$ cat src/rtl/wp_pkg.sv
package wp_pkg;

  typedef enum logic [1:0] {
    LOCK_NONE = 2'b00,
    LOCK_SOFT = 2'b01,
    LOCK_HARD = 2'b10
  } lockState_t;

  typedef enum logic [1:0] {
    OP_MEM  = 2'd0,
    OP_SET  = 2'd1,
    OP_CLR  = 2'd2,
    OP_PERM = 2'd3
  } pendOp_t;

  // Control-to-datapath strobes for one clock.
  typedef struct packed {
    logic    ackLoad;   // a decision is produced this cycle
    logic    ackBit;    // the decision
    logic    armLoad;   // a write-form data byte was judged
    logic    armBit;    // that data byte was accepted
    pendOp_t armOp;     // what a commit would do
    logic    disarm;    // select byte or stop: forget the arming
    logic    fire;      // start a commit now
    logic    retire;    // commit finished, apply the pending operation
  } wpStrobe_t;

endpackage

$ cat src/rtl/wpDecide.sv
module wpDecide
  import wp_pkg::*;
#(
  parameter int ADDR_W = 8
) (
  input  logic              byteValid,
  input  logic [1:0]        bytePhase,
  input  logic              protSpace,
  input  logic              e2Level,
  input  logic              e1Level,
  input  logic              e0HighV,
  input  logic              ceMatch,
  input  logic              rwBit,
  input  logic [ADDR_W-1:0] targetAddr,
  input  logic              wcLevel,
  input  logic              stopSeen,
  input  logic              writeDone,
  input  lockState_t        lockQ,
  input  logic              armedQ,
  input  logic              busyQ,
  output wpStrobe_t         strobe
);

  localparam int TOP_BIT = ADDR_W - 1;

  logic    isSelect;
  logic    isAddress;
  logic    isData;
  logic    lowHalf;
  logic    cmdHit;
  pendOp_t cmdOp;
  logic    statusOk;
  logic    decision;

  assign isSelect  = (bytePhase == 2'd0);
  assign isAddress = (bytePhase == 2'd1);
  assign isData    = bytePhase[1];
  assign lowHalf   = ~targetAddr[TOP_BIT];

  // Which operation the current transaction names, and whether it names any.
  always_comb begin
    cmdHit = 1'b0;
    cmdOp  = OP_MEM;
    if (!protSpace) begin
      cmdHit = ceMatch;
      cmdOp  = OP_MEM;
    end else if (e0HighV) begin
      if (!e2Level) begin
        cmdHit = 1'b1;
        cmdOp  = e1Level ? OP_CLR : OP_SET;
      end
    end else if (ceMatch) begin
      cmdHit = 1'b1;
      cmdOp  = OP_PERM;
    end
  end

  // Whether the protection level lets this command through at all.
  always_comb begin
    statusOk = cmdHit;
    if (protSpace) begin
      unique case (lockQ)
        LOCK_HARD: statusOk = 1'b0;
        LOCK_SOFT: if (cmdOp == OP_SET) statusOk = 1'b0;
        default:   ;
      endcase
    end
  end

  always_comb begin
    decision = 1'b0;
    if (!busyQ && statusOk) begin
      if (isSelect) begin
        decision = 1'b1;
      end else if (!rwBit) begin
        if (isAddress) begin
          decision = 1'b1;
        end else if (!wcLevel) begin
          decision = protSpace | ~(lowHalf & (lockQ != LOCK_NONE));
        end
      end
    end
  end

  always_comb begin
    strobe         = '0;
    strobe.ackLoad = byteValid;
    strobe.ackBit  = decision;
    strobe.armLoad = byteValid & ~busyQ & isData & ~rwBit;
    strobe.armBit  = decision;
    strobe.armOp   = cmdOp;
    strobe.disarm  = stopSeen | (byteValid & ~busyQ & isSelect);
    strobe.fire    = stopSeen & ~busyQ & armedQ;
    strobe.retire  = writeDone & busyQ;
  end

endmodule

$ cat src/rtl/wpLockRegs.sv
module wpLockRegs
  import wp_pkg::*;
#(
  parameter logic [1:0] PROT_INIT = 2'b00
) (
  input  logic       clk,
  input  logic       rstN,
  input  wpStrobe_t  strobe,
  output lockState_t lockQ,
  output logic       armedQ,
  output logic       busyQ,
  output logic       ackValid,
  output logic       ackOut,
  output logic       commitReq
);

  localparam lockState_t LOCK_RST = lockState_t'(PROT_INIT);

  pendOp_t opQ;

  always_ff @(posedge clk or negedge rstN) begin
    if (!rstN) begin
      ackValid  <= 1'b0;
      ackOut    <= 1'b0;
      commitReq <= 1'b0;
    end else begin
      ackValid  <= strobe.ackLoad;
      ackOut    <= strobe.ackLoad & strobe.ackBit;
      commitReq <= strobe.fire;
    end
  end

  always_ff @(posedge clk or negedge rstN) begin
    if (!rstN) begin
      armedQ <= 1'b0;
      opQ    <= OP_MEM;
    end else if (strobe.disarm) begin
      armedQ <= 1'b0;
    end else if (strobe.armLoad) begin
      armedQ <= strobe.armBit;
      opQ    <= strobe.armOp;
    end
  end

  always_ff @(posedge clk or negedge rstN) begin
    if (!rstN) begin
      busyQ <= 1'b0;
    end else if (strobe.fire) begin
      busyQ <= 1'b1;
    end else if (strobe.retire) begin
      busyQ <= 1'b0;
    end
  end

  always_ff @(posedge clk or negedge rstN) begin
    if (!rstN) begin
      lockQ <= LOCK_RST;
    end else if (strobe.retire && lockQ != LOCK_HARD) begin
      unique case (opQ)
        OP_SET:  lockQ <= LOCK_SOFT;
        OP_CLR:  lockQ <= LOCK_NONE;
        OP_PERM: lockQ <= LOCK_HARD;
        default: ;
      endcase
    end
  end

endmodule

$ cat src/rtl/wpGuard.sv
module wpGuard
  import wp_pkg::*;
#(
  parameter int         ADDR_W    = 8,
  parameter logic [1:0] PROT_INIT = 2'b00
) (
  input  logic              clk,
  input  logic              rstN,
  input  logic              byteValid,
  input  logic [1:0]        bytePhase,
  input  logic              protSpace,
  input  logic              e2Level,
  input  logic              e1Level,
  input  logic              e0HighV,
  input  logic              ceMatch,
  input  logic              rwBit,
  input  logic [ADDR_W-1:0] targetAddr,
  input  logic              wcLevel,
  input  logic              stopSeen,
  input  logic              writeDone,
  output logic              ackValid,
  output logic              ackOut,
  output logic              commitReq,
  output logic [1:0]        protState
);

  wpStrobe_t  strobe;
  lockState_t lockQ;
  logic       armedQ;
  logic       busyQ;

  wpDecide #(.ADDR_W(ADDR_W)) u_dec (
    .byteValid (byteValid),
    .bytePhase (bytePhase),
    .protSpace (protSpace),
    .e2Level   (e2Level),
    .e1Level   (e1Level),
    .e0HighV   (e0HighV),
    .ceMatch   (ceMatch),
    .rwBit     (rwBit),
    .targetAddr(targetAddr),
    .wcLevel   (wcLevel),
    .stopSeen  (stopSeen),
    .writeDone (writeDone),
    .lockQ     (lockQ),
    .armedQ    (armedQ),
    .busyQ     (busyQ),
    .strobe    (strobe)
  );

  wpLockRegs #(.PROT_INIT(PROT_INIT)) u_regs (
    .clk      (clk),
    .rstN     (rstN),
    .strobe   (strobe),
    .lockQ    (lockQ),
    .armedQ   (armedQ),
    .busyQ    (busyQ),
    .ackValid (ackValid),
    .ackOut   (ackOut),
    .commitReq(commitReq)
  );

  assign protState = lockQ;

endmodule

$ cat config.mk
export PLATFORM = sky130hd
export DESIGN_NAME = wpGuard
export DESIGN_NICKNAME = d
export VERILOG_FILES = /design/src/rtl/wp_pkg.sv /design/src/rtl/wpDecide.sv /design/src/rtl/wpLockRegs.sv /design/src/rtl/wpGuard.sv
export SDC_FILE = /design/constraint.sdc
export NUM_CORES = 1
export LEC_CHECK = 0
export ABC_AREA = 1
export BUFFER_PORTS_ARGS = -buffer_cell sky130_fd_sc_hd__buf_4
export CAP_MARGIN = 20
export CORE_MARGIN = 1
export CORE_UTILIZATION = 42
export CTS_BUF_LIST = sky130_fd_sc_hd__clkbuf_2
export DETAILED_ROUTE_END_ITERATION = 16
export HOLD_SLACK_MARGIN = 0.12
export PLACE_DENSITY = 0.78
export SYNTH_ARGS = -nofsm -noshare
export SYNTH_HDL_FRONTEND = slang
export SYNTH_HIERARCHICAL = 1
export SYNTH_SLANG_ARGS = --single-unit
$ cat constraint.sdc
create_clock -name clk -period 1.2 [get_ports clk]
set_input_delay 0.06 -clock clk [delete_from_list [all_inputs] [get_ports clk]]
set_output_delay 0.06 -clock clk [all_outputs]
set_load 0.02 [all_outputs]
==> results of run 1 <==
[metrics by stage]
stage | setup TNS (ns) | hold slack [ns] | setup slack, ns
2_1_floorplan | -0.1363 | -0.2356 | -0.08248
3_3_place_gp | -0.08168 | -0.1143 | -0.02905
3_5_place_dp | -0.3173 | -0.1141 | -0.1110
4_1_cts | -0.04406 | 0.1264 | -0.04276
5_1_grt | -0.2420 | 0.1326 | -0.1156
6_report | -0.01306 | 0.1363 | -0.01306
[flip-flops by register name, indices dropped and copies added, names as in the netlist]
signal            count
u_regs/opQ            2
u_regs/armedQ         1
u_regs/lockQ          2
u_regs/busyQ          1
u_regs/ackValid       1
u_regs/ackOut         1
u_regs/commitReq      1
[critical path: stages (launching register included)]
cell and delay [ns]:
dfrtp_2 0.42, inv_2 0.07, ha_4 0.12, nor2_1 0.04, nand2_1 0.05, nand2_1 0.04
nand2_1 0.05, nand2_1 0.06, a21oi_2 0.12, inv_1 0.05, a21oi_1 0.11
[cells in the final DEF, fill, tap and decap left out, drive strengths merged]
| cell type | n |
|---|---|
| dlygate4sd3 | 3 |
| inv | 19 |
| ha | 2 |
| o31ai | 1 |
| nand3 | 2 |
| dfrtp | 9 |
| clkbuf | 4 |
| a21boi | 1 |
| o21ai | 3 |
| nand4 | 3 |
| nor2 | 5 |
| a21oi | 4 |
| o21bai | 1 |
| nor3b | 1 |
| buf | 26 |
| nand2 | 25 |
[report_power, final]
part           switching [W]  internal, W  total, W
clock network       0.000100    0.0000886  0.000189
registers          0.0000634     0.000398  0.000461
logic               0.000379     0.000363  0.000742
[kinds of logic (layout without fill, tap and decap cells)]
logic type	count (synthesis)	after routing
simple gates	36	36
flops	9	9
buf+inv	22	52
compound gates	10	10
fa+ha+maj	2	2
[layout make-up]
cell class	instances	share of cell area (%)
clock buffer	4	2.385
multi-input combinational	48	33.08
tap	14	2.086
inverter	19	8.495
sequential	9	27.12
timing repair buffer	29	26.83
[worst max-delay path by stage]
stage                                from             to  slack, ns  cells after the start
after floorplan           u_regs/lockQ[1]  u_regs/armedQ      -0.08                     11
after global placement       u_regs/busyQ  u_regs/armedQ      -0.03                      6
after detailed placement     u_regs/busyQ  u_regs/opQ[0]      -0.11                      6
after CTS                 u_regs/lockQ[1]  u_regs/armedQ      -0.04                     10
after global routing      u_regs/lockQ[1]  u_regs/armedQ      -0.12                     10
final                     u_regs/lockQ[0]  u_regs/armedQ      -0.01                     10
[routing by layer]
layer	share of wire [%]	GRT usage, %	vias to the layer above
li1	-	-	297
met1	42	21.40	244
met2	52	30.83	14
met3	6.0	10.40	0
met4	0	0	0
met5	0	0	-
[what timing repair did]
| item | in CTS | in global routing |
|---|---|---|
| hold buffers | 3 | 0 |
| endpoints found under the hold margin | 12 | 0 |
| pin swaps | 0 | 1 |
| cloned | 0 | 0 |
| endpoints found under the setup margin | 3 | 4 |
| setup buffers | 1 | 2 |
| gates resized for setup | 2 | 4 |
==> metrics, run 1 <==
run status complete, but fails checks; failing checks setup timing; Rows 12; Synth Area in Simple Gates roughly 28%; Worst R2R Path Depth 10; share of cells above drive strength 1 a little over two fifths; min-delay src rwBit; Peak supply drop approximately 1.2 mV; synthesized area per cell 7.143 um^2; count of input and output buffers 19; final wirelength 1092 um; TritonCTS clock tree yes; post-synthesis xor/xnor area fraction 0%; Post-synth EDFFs 0; Synth async-reset ratio 100.0%; max-cap violation count 0; endpoints failing setup 1; Final Hold Fails 0; compound-gate portion of the synthesized area around 11%; Worst Hold Path EP u_regs/opQ[0]; Mapped Nets 103; placed cell count approximately 110; Critical Path Source Type register; global placement routability congestion 0.8076; vias about 560; RSZ-0062 raised after global routing true; area growth from synthesis to layout 48.78%; mux cell area share after synthesis 0%; die width a little under 40 um; H-Tree Depth 1; Final nets between 100 and 150; total grt overflow 0; hold depth 4; vias in the first global route between 400 and 500; synth warn 6; CP max FO 2; Worst setup EP type register; fmax 824.4 MHz; #FFs+latches synth 9; Worst R2R Start u_regs/lockQ[0]; total CTS buffers 3; hold crit path type input port to register; CTS Root Cell clkbuf_2; min cycle time layout about 1.2 ns; largest net degree at the start of global routing 10; final std cells w/o fill between 100 and 150; drt first pass iters 2; # clock sinks 9; Post-synth top cells nand2_1 (23), inv_1 (17), dfrtp_1 (9), nor2_1 (5); kind of critical path register to register; I/O pin total 27; register area share after synthesis about two fifths; Post-DP HPWL between 800 and 900 um; Initial DRC Count 3; GRT Util Overall 18.29%; Leakage Power 0.4838 nW; crit share post-route 101.1%; final instance area between 800 and 900 um^2; Crit path required time 1.36 ns; cell count after synthesis 79; synthesized area between 500 and 600 um^2; total power approximately 0.0014 W; CTS Buffer Depth 2; WP data arrival about 1.4 ns; r2r setup slk -0.01 ns; Antenna diodes 0; initial core utilization a little under 50%; most common cell in the netlist nand2_1; Clock transition at path regs 0.09 ns; Synth area leaders dfrtp_1 (40%), nand2_1 (15%), inv_1 (11%), ha_1 (4.4%), buf_4 (4.0%); Slew headroom a little under nine tenths; WL/cell about 8.9 um; area of the multi-input gates about 280 um^2; largest family of logic cells by synthesized area simple AND/OR/NAND/NOR gates; die area 1494 um^2; Clock Skew 0.01056 ns; Post-DRT Antenna Nets 0; count of different cell masters after synthesis 18; fin. max-slew vios 0; number of remaining DRC errors 0; Cell Area, Placed about 750 um^2; initial antenna violation count 0; Yosys top cell area share roughly two fifths; biggest area consumer among synthesized cells dfrtp_1; Via density about 4.5; fillcell total about 110; Reg-to-Reg End u_regs/armedQ; worst slew pin tran approximately 0.22 ns; die height about 39 um; P per Cell Area between 1500 and 2000 nW/um^2; CORE AREA ~1200 um^2; final core occ 71.69%; Clock Latency Late Sink 0.24 ns; register area around 230 um^2; worst setup margin -0.01306 ns; predominant post-synthesis flop cell dfrtp_1; first-pass GRT wire length 1766 um; Post-Synth Adder-Cell Area about 4.4%
Power figures use the tool's default switching activity.
==> inputs of run 2 (changes only) <==
--- a/config.mk
+++ b/config.mk
@@ -14,6 +14,8 @@
 export DETAILED_ROUTE_END_ITERATION = 16
 export HOLD_SLACK_MARGIN = 0.12
 export PLACE_DENSITY = 0.78
+export RECOVER_POWER = 25
+export SKIP_LAST_GASP = 1
 export SYNTH_ARGS = -nofsm -noshare
 export SYNTH_HDL_FRONTEND = slang
 export SYNTH_HIERARCHICAL = 1
==> run 2 against run 1 <==
Net effect:
- the run still ends with setup timing left
- register-to-register slack hardly changed
- routed wire length is 0.18% lower
- via count stayed put
- critical path depth stayed put
- cell count stayed put
- clock-buffer cell count stayed put
- sequential cell count stayed put
- highest routed layer unchanged
==> metrics, run 2 (synthesis gave the netlist of run 1 again) <==
initial antenna violation count 0; Critical Path Source Type register; crit-path max cell delay ~0.42 ns; hold crit path type input port to register; WP data arrival 1.38 ns; Comb pwr share a little over half; total CTS buffers 3; Crit path required time around 1.4 ns; Antenna diodes 0; Final Hold Fails 0; fillcell total about 110; run status complete, but fails checks; Worst setup EP type register; buffers plus inverters on the worst setup path 2; final core occ between 70% and 80%; Reg-to-Reg End u_regs/armedQ; area growth from synthesis to layout 48.12%; H-Tree Depth 1; TritonCTS clock tree yes; CORE AREA between 1000 and 1500 um^2; worst setup margin -0.01219 ns; first-pass GRT wire length 1766 um; Clock Skew approximately 0.011 ns; CP most frequent cell nand2_1; die width between 30 and 40 um; failing checks setup timing; CTS Root Cell clkbuf_2; die height around 39 um; final wirelength 1090 um; Psw around 0.00054 W; Worst path slowest cell dfrtp_2; most common cell after layout, fill and taps aside buf_4; largest net degree at the start of global routing 10; min-delay src rwBit; Slew headroom 69.52%; fmax around 820 MHz; top flop regs u_regs/lockQ: 2 flops, u_regs/opQ: 2 flops; WL/cell about 9 um; Internal ~0.00085 W; CP max FO 2; Initial DRC Count 3; Leakage Power 0.4802 nW; Clock Latency Late Sink between 0.2 and 0.25 ns; initial core utilization ~48%; crit path cell chain inv_2, ha_4, nor2_1, nand2_1, nand2_1, nand2_1, nand2_1, a21oi_2, inv_1, a21oi_1; max-cap violation count 0; Seq pwr share 33.2%; CTS Buffer Depth 2; Worst R2R Path Depth 10; # clock sinks 9; I/O pin total 27; final instance area about 840 um^2; Via density roughly 4.5; Cell Area, Placed 747.0 um^2; P per Cell Area ~1700 nW/um^2; register area about 230 um^2; CP delay by family, top flip-flops; Fin Hold WS roughly 0.14 ns; min cycle time layout 1.212 ns; number of remaining DRC errors 0; vias 555; r2r setup slk -0.01 ns; endpoints failing setup 1; Post-DP HPWL 851.1 um; worst slew pin tran 0.4573 ns; kind of critical path register to register; share of cells above drive strength 1 41.28%; Clk pwr share 13.6%; global placement routability congestion between 0.8 and 0.9; drt first pass iters 2; hold depth 4; area of the multi-input gates between 200 and 300 um^2; RSZ-0062 raised after global routing true; Worst R2R Start u_regs/lockQ[0]; crit share post-route 101.0%; die area 1494 um^2; fin. max-slew vios 0; GRT Util Overall 18.29%; total power 0.001390 W; count of input and output buffers 19; Post-DRT Antenna Nets 0; vias in the first global route 463; Rows 12; total grt overflow 0; most frequent cells in the layout buf_4 (25), nand2_1 (21), inv_1 (14); Worst Hold Path EP u_regs/opQ[0]; setup TNS -0.01219 ns; switching share of total power between 30% and 40%; Peak supply drop 1.186 mV; Clock transition at path regs 0.09 ns; Final nets 134
-- run 2: changes by cell type in the layout (fill, tap and decap cells not counted) --
cell      change
buf_4         -1
clkbuf_1      +1
-- run 2: how the worst max path moves through the flow --
stage	cells past startpoint	end	startpoint
finish	10	u_regs/armedQ	u_regs/lockQ[0]
global route	10	u_regs/armedQ	u_regs/lockQ[1]
CTS	10	u_regs/armedQ	u_regs/lockQ[1]
detailed placement	6	u_regs/opQ[0]	u_regs/busyQ
global placement	6	u_regs/armedQ	u_regs/busyQ
floorplan	11	u_regs/armedQ	u_regs/lockQ[1]
-- run 2: layer usage --
layer | vias up | GRT usage, % | wire length (um)
met5 | - | 0 | 0
met4 | 0 | 0 | 0
met3 | 0 | 10.40 | 65
met2 | 14 | 30.83 | 571
met1 | 244 | 21.40 | 453
li1 | 297 | - | -
-- run 2: what timing repair did --
| action | CTS | global route |
|---|---|---|
| pin swaps | 0 | 1 |
| setup endpoints to repair | 3 | 4 |
| buffers inserted | 1 | 2 |
| hold endpoints to repair | 12 | 0 |
| hold buffers | 3 | 0 |
| gates resized for setup | 2 | 4 |
-- run 2: through the flow --
stage,setup WS (ns),cells
3_5_place_dp,-0.1110,113
4_1_cts,-0.04276,121
2_1_floorplan,-0.08248,79
5_1_grt,-0.1156,123
6_report,-0.01219,123
3_3_place_gp,-0.02905,113
-- run 2: power by group through the flow --
stage,registers [W],logic (W),clock network (W)
detailed placement,0.000475,0.000646,0
global placement,0.000469,0.000633,0
CTS,0.000460,0.000693,0.000196
global route,0.000472,0.000825,0.000211
finish,0.000461,0.000741,0.000189
floorplan,0.000531,0.000336,0
-- run 2: final cells by class --
cell class | instances | area share [%]
clock buffers | 4 | 2.395
well taps | 14 | 2.096
inverters | 19 | 8.533
flip-flops and latches | 9 | 27.25
repair buffers | 29 | 26.50
multi-input cells | 48 | 33.23
-- run 2: worst reg2reg max path, cell delays in order, from the launching register on --
cell and delay (ns):
dfrtp_2 0.42, inv_2 0.07, ha_4 0.12, nor2_1 0.04, nand2_1 0.05, nand2_1 0.04, nand2_1 0.05, nand2_1 0.06
a21oi_2 0.12, inv_1 0.05, a21oi_1 0.11
==> inputs of run 3 (changes only) <==
--- a/config.mk
+++ b/config.mk
@@ -15,6 +15,7 @@
 export HOLD_SLACK_MARGIN = 0.12
 export PLACE_DENSITY = 0.78
 export RECOVER_POWER = 25
+export REMOVE_ABC_BUFFERS = 1
 export SKIP_LAST_GASP = 1
 export SYNTH_ARGS = -nofsm -noshare
 export SYNTH_HDL_FRONTEND = slang
==> run 3 against run 2 <==
Net effect:
- the run still ends with setup timing left
- fmax up 1.0%
- clock-buffer cell count unchanged
- combinational power about the same
- sequential cell count unchanged
- utilization up 1.2 points
- die area unchanged
- design area up 1.6%
- total power about the same
- non-clock buffer count down 1
- sequential power about the same
- setup slack better by 0.012 ns
==> metrics, run 3 (synthesis gave the netlist of run 1 again) <==
Critical Path Source Type register; initial core utilization 48.18%; # clock sinks 9; Via density 4.598; worst slew pin tran approximately 0.47 ns; Fin Hold WS ~0.14 ns; buffers plus inverters on the worst setup path 2; RSZ-0062 raised after global routing true; min-delay src rwBit; Worst Hold Path EP u_regs/opQ[0]; most frequent cells in the layout buf_4 (24), nand2_1 (21), inv_1 (14); CORE AREA ~1200 um^2; number of remaining DRC errors 0; crit share post-route 100.0%; total CTS buffers 3; r2r setup slk -0.0001 ns; I/O pin total 27; setup TNS -0.0001038 ns; CP most frequent cell nand2_1; drt first pass iters 2; GRT Util Overall between 10% and 20%; crit-path max cell delay a little over 0.4 ns; Post-DRT Antenna Nets 0; global placement routability congestion 0.7622; die area around 1500 um^2; Final Hold Fails 0; area growth from synthesis to layout 50.55%; Antenna diodes 0; Peak supply drop ~1.1 mV; run status complete, but fails checks; crit path cell chain inv_2, ha_4, nor2_2, nand2_1, nand2_1, nand2_1, nand2_1, a21oi_2, inv_1, a21oi_2; Clock Latency Late Sink roughly 0.24 ns; first-pass GRT wire length roughly 1900 um; fin. max-slew vios 0; Leakage Power between 0.4 and 0.5 nW; Slew headroom roughly two thirds; share of cells above drive strength 1 around two fifths; Clock transition at path regs around 0.090 ns; hold depth 4; vias between 500 and 600; die width 38.66 um; top flop regs u_regs/lockQ: 2 flops, u_regs/opQ: 2 flops; CP max FO 2; Clock Skew approximately 0.0075 ns; Initial DRC Count 5; Crit path required time about 1.4 ns; Worst setup EP type register; P per Cell Area 1635 nW/um^2; CTS Root Cell clkbuf_2; Rows 12; final wirelength roughly 1100 um; Post-DP HPWL 889.1 um; total grt overflow 0; count of input and output buffers 19; H-Tree Depth 1; failing checks setup timing; WL/cell ~9 um; largest net degree at the start of global routing 10; endpoints failing setup 1; Reg-to-Reg End u_regs/armedQ; TritonCTS clock tree yes; vias in the first global route 551; CTS Buffer Depth 2; worst setup margin -0.0001038 ns; fmax around 830 MHz; die height ~39 um; CP delay by family, top flip-flops; initial antenna violation count 0; min cycle time layout 1.200 ns; Worst R2R Start u_regs/lockQ[1]; max-cap violation count 0; WP data arrival ~1.4 ns; most common cell after layout, fill and taps aside buf_4; Worst R2R Path Depth 10; kind of critical path register to register; hold crit path type input port to register; Final nets 133; Worst path slowest cell dfrtp_1
-- run 3: worst reg2reg max path, stage by stage (launching register included) --
cell and delay, ns:
dfrtp_1 0.41, inv_2 0.08, ha_4 0.12, nor2_2 0.03
nand2_1 0.05, nand2_1 0.04, nand2_1 0.05, nand2_1 0.05
a21oi_2 0.13, inv_1 0.07, a21oi_2 0.10
-- run 3: repair_timing --
item | in CTS | in global routing
buffers inserted | 1 | 1
endpoints found under the setup margin | 4 | 4
hold buffers | 3 | 0
resized for setup | 6 | 9
hold endpoints to repair | 12 | 0
pin swaps | 2 | 4
-- run 3: cell type report --
| type | count | area [um^2] |
|---|---|---|
| Fill cell | 102 | 321.6 |
| Tap cell | 14 | 17.52 |
| Multi-Input combinational cell | 48 | 301.5 |
| Sequential cell | 9 | 225.2 |
| Clock buffer | 4 | 20.02 |
| Inverter | 19 | 71.32 |
| Timing Repair Buffer | 28 | 214.0 |
-- run 3: worst max-delay path by stage --
stage / start / end / slack (ns) / depth (start not counted)
after floorplan: u_regs/lockQ[1] / u_regs/armedQ / -0.1 / 7
after global placement: u_regs/lockQ[1] / u_regs/armedQ / -0.03 / 10
after detailed placement: u_regs/busyQ / u_regs/opQ[1] / -0.07 / 6
after CTS: u_regs/lockQ[1] / u_regs/armedQ / -0.009 / 10
after global routing: u_regs/lockQ[1] / u_regs/armedQ / -0.11 / 10
final: u_regs/lockQ[1] / u_regs/armedQ / -0.0001 / 10
-- run 3: metal layers --
| metal | part of all wire [%] | vias to the layer above | track usage [%] |
|---|---|---|---|
| li1 | - | 297 | - |
| met4 | 0.45 | 0 | 5.172 |
| met5 | 0 | - | 0 |
| met3 | 5.1 | 2 | 8.671 |
| met1 | 42 | 248 | 18.73 |
| met2 | 52 | 14 | 37.08 |
-- run 3: stage by stage --
| step | cell area, um^2 | utilization [%] | total power [W] | setup WS, ns | instances |
|---|---|---|---|---|---|
| 2_1_floorplan | 541.8 | - | 0.0007999 | -0.09696 | 76 |
| 4_1_cts | 809.5 | 69.12 | 0.001345 | -0.008972 | 121 |
| 3_5_place_dp | 732.0 | 62.50 | 0.001069 | -0.06880 | 113 |
| 6_report | 849.6 | 72.54 | 0.001389 | -0.0001038 | 122 |
| 5_1_grt | 849.6 | 72.54 | 0.001507 | -0.1134 | 122 |
| 3_3_place_gp | 732.0 | 62.50 | 0.001049 | -0.03260 | 113 |
-- run 3: power by group --
part           leakage (nW)  internal, W  total [W]  switching, W
sequential            0.114     0.000392   0.000460     0.0000678
clock                0.0166    0.0000886   0.000189     0.0000999
combinational         0.350     0.000354   0.000741      0.000387
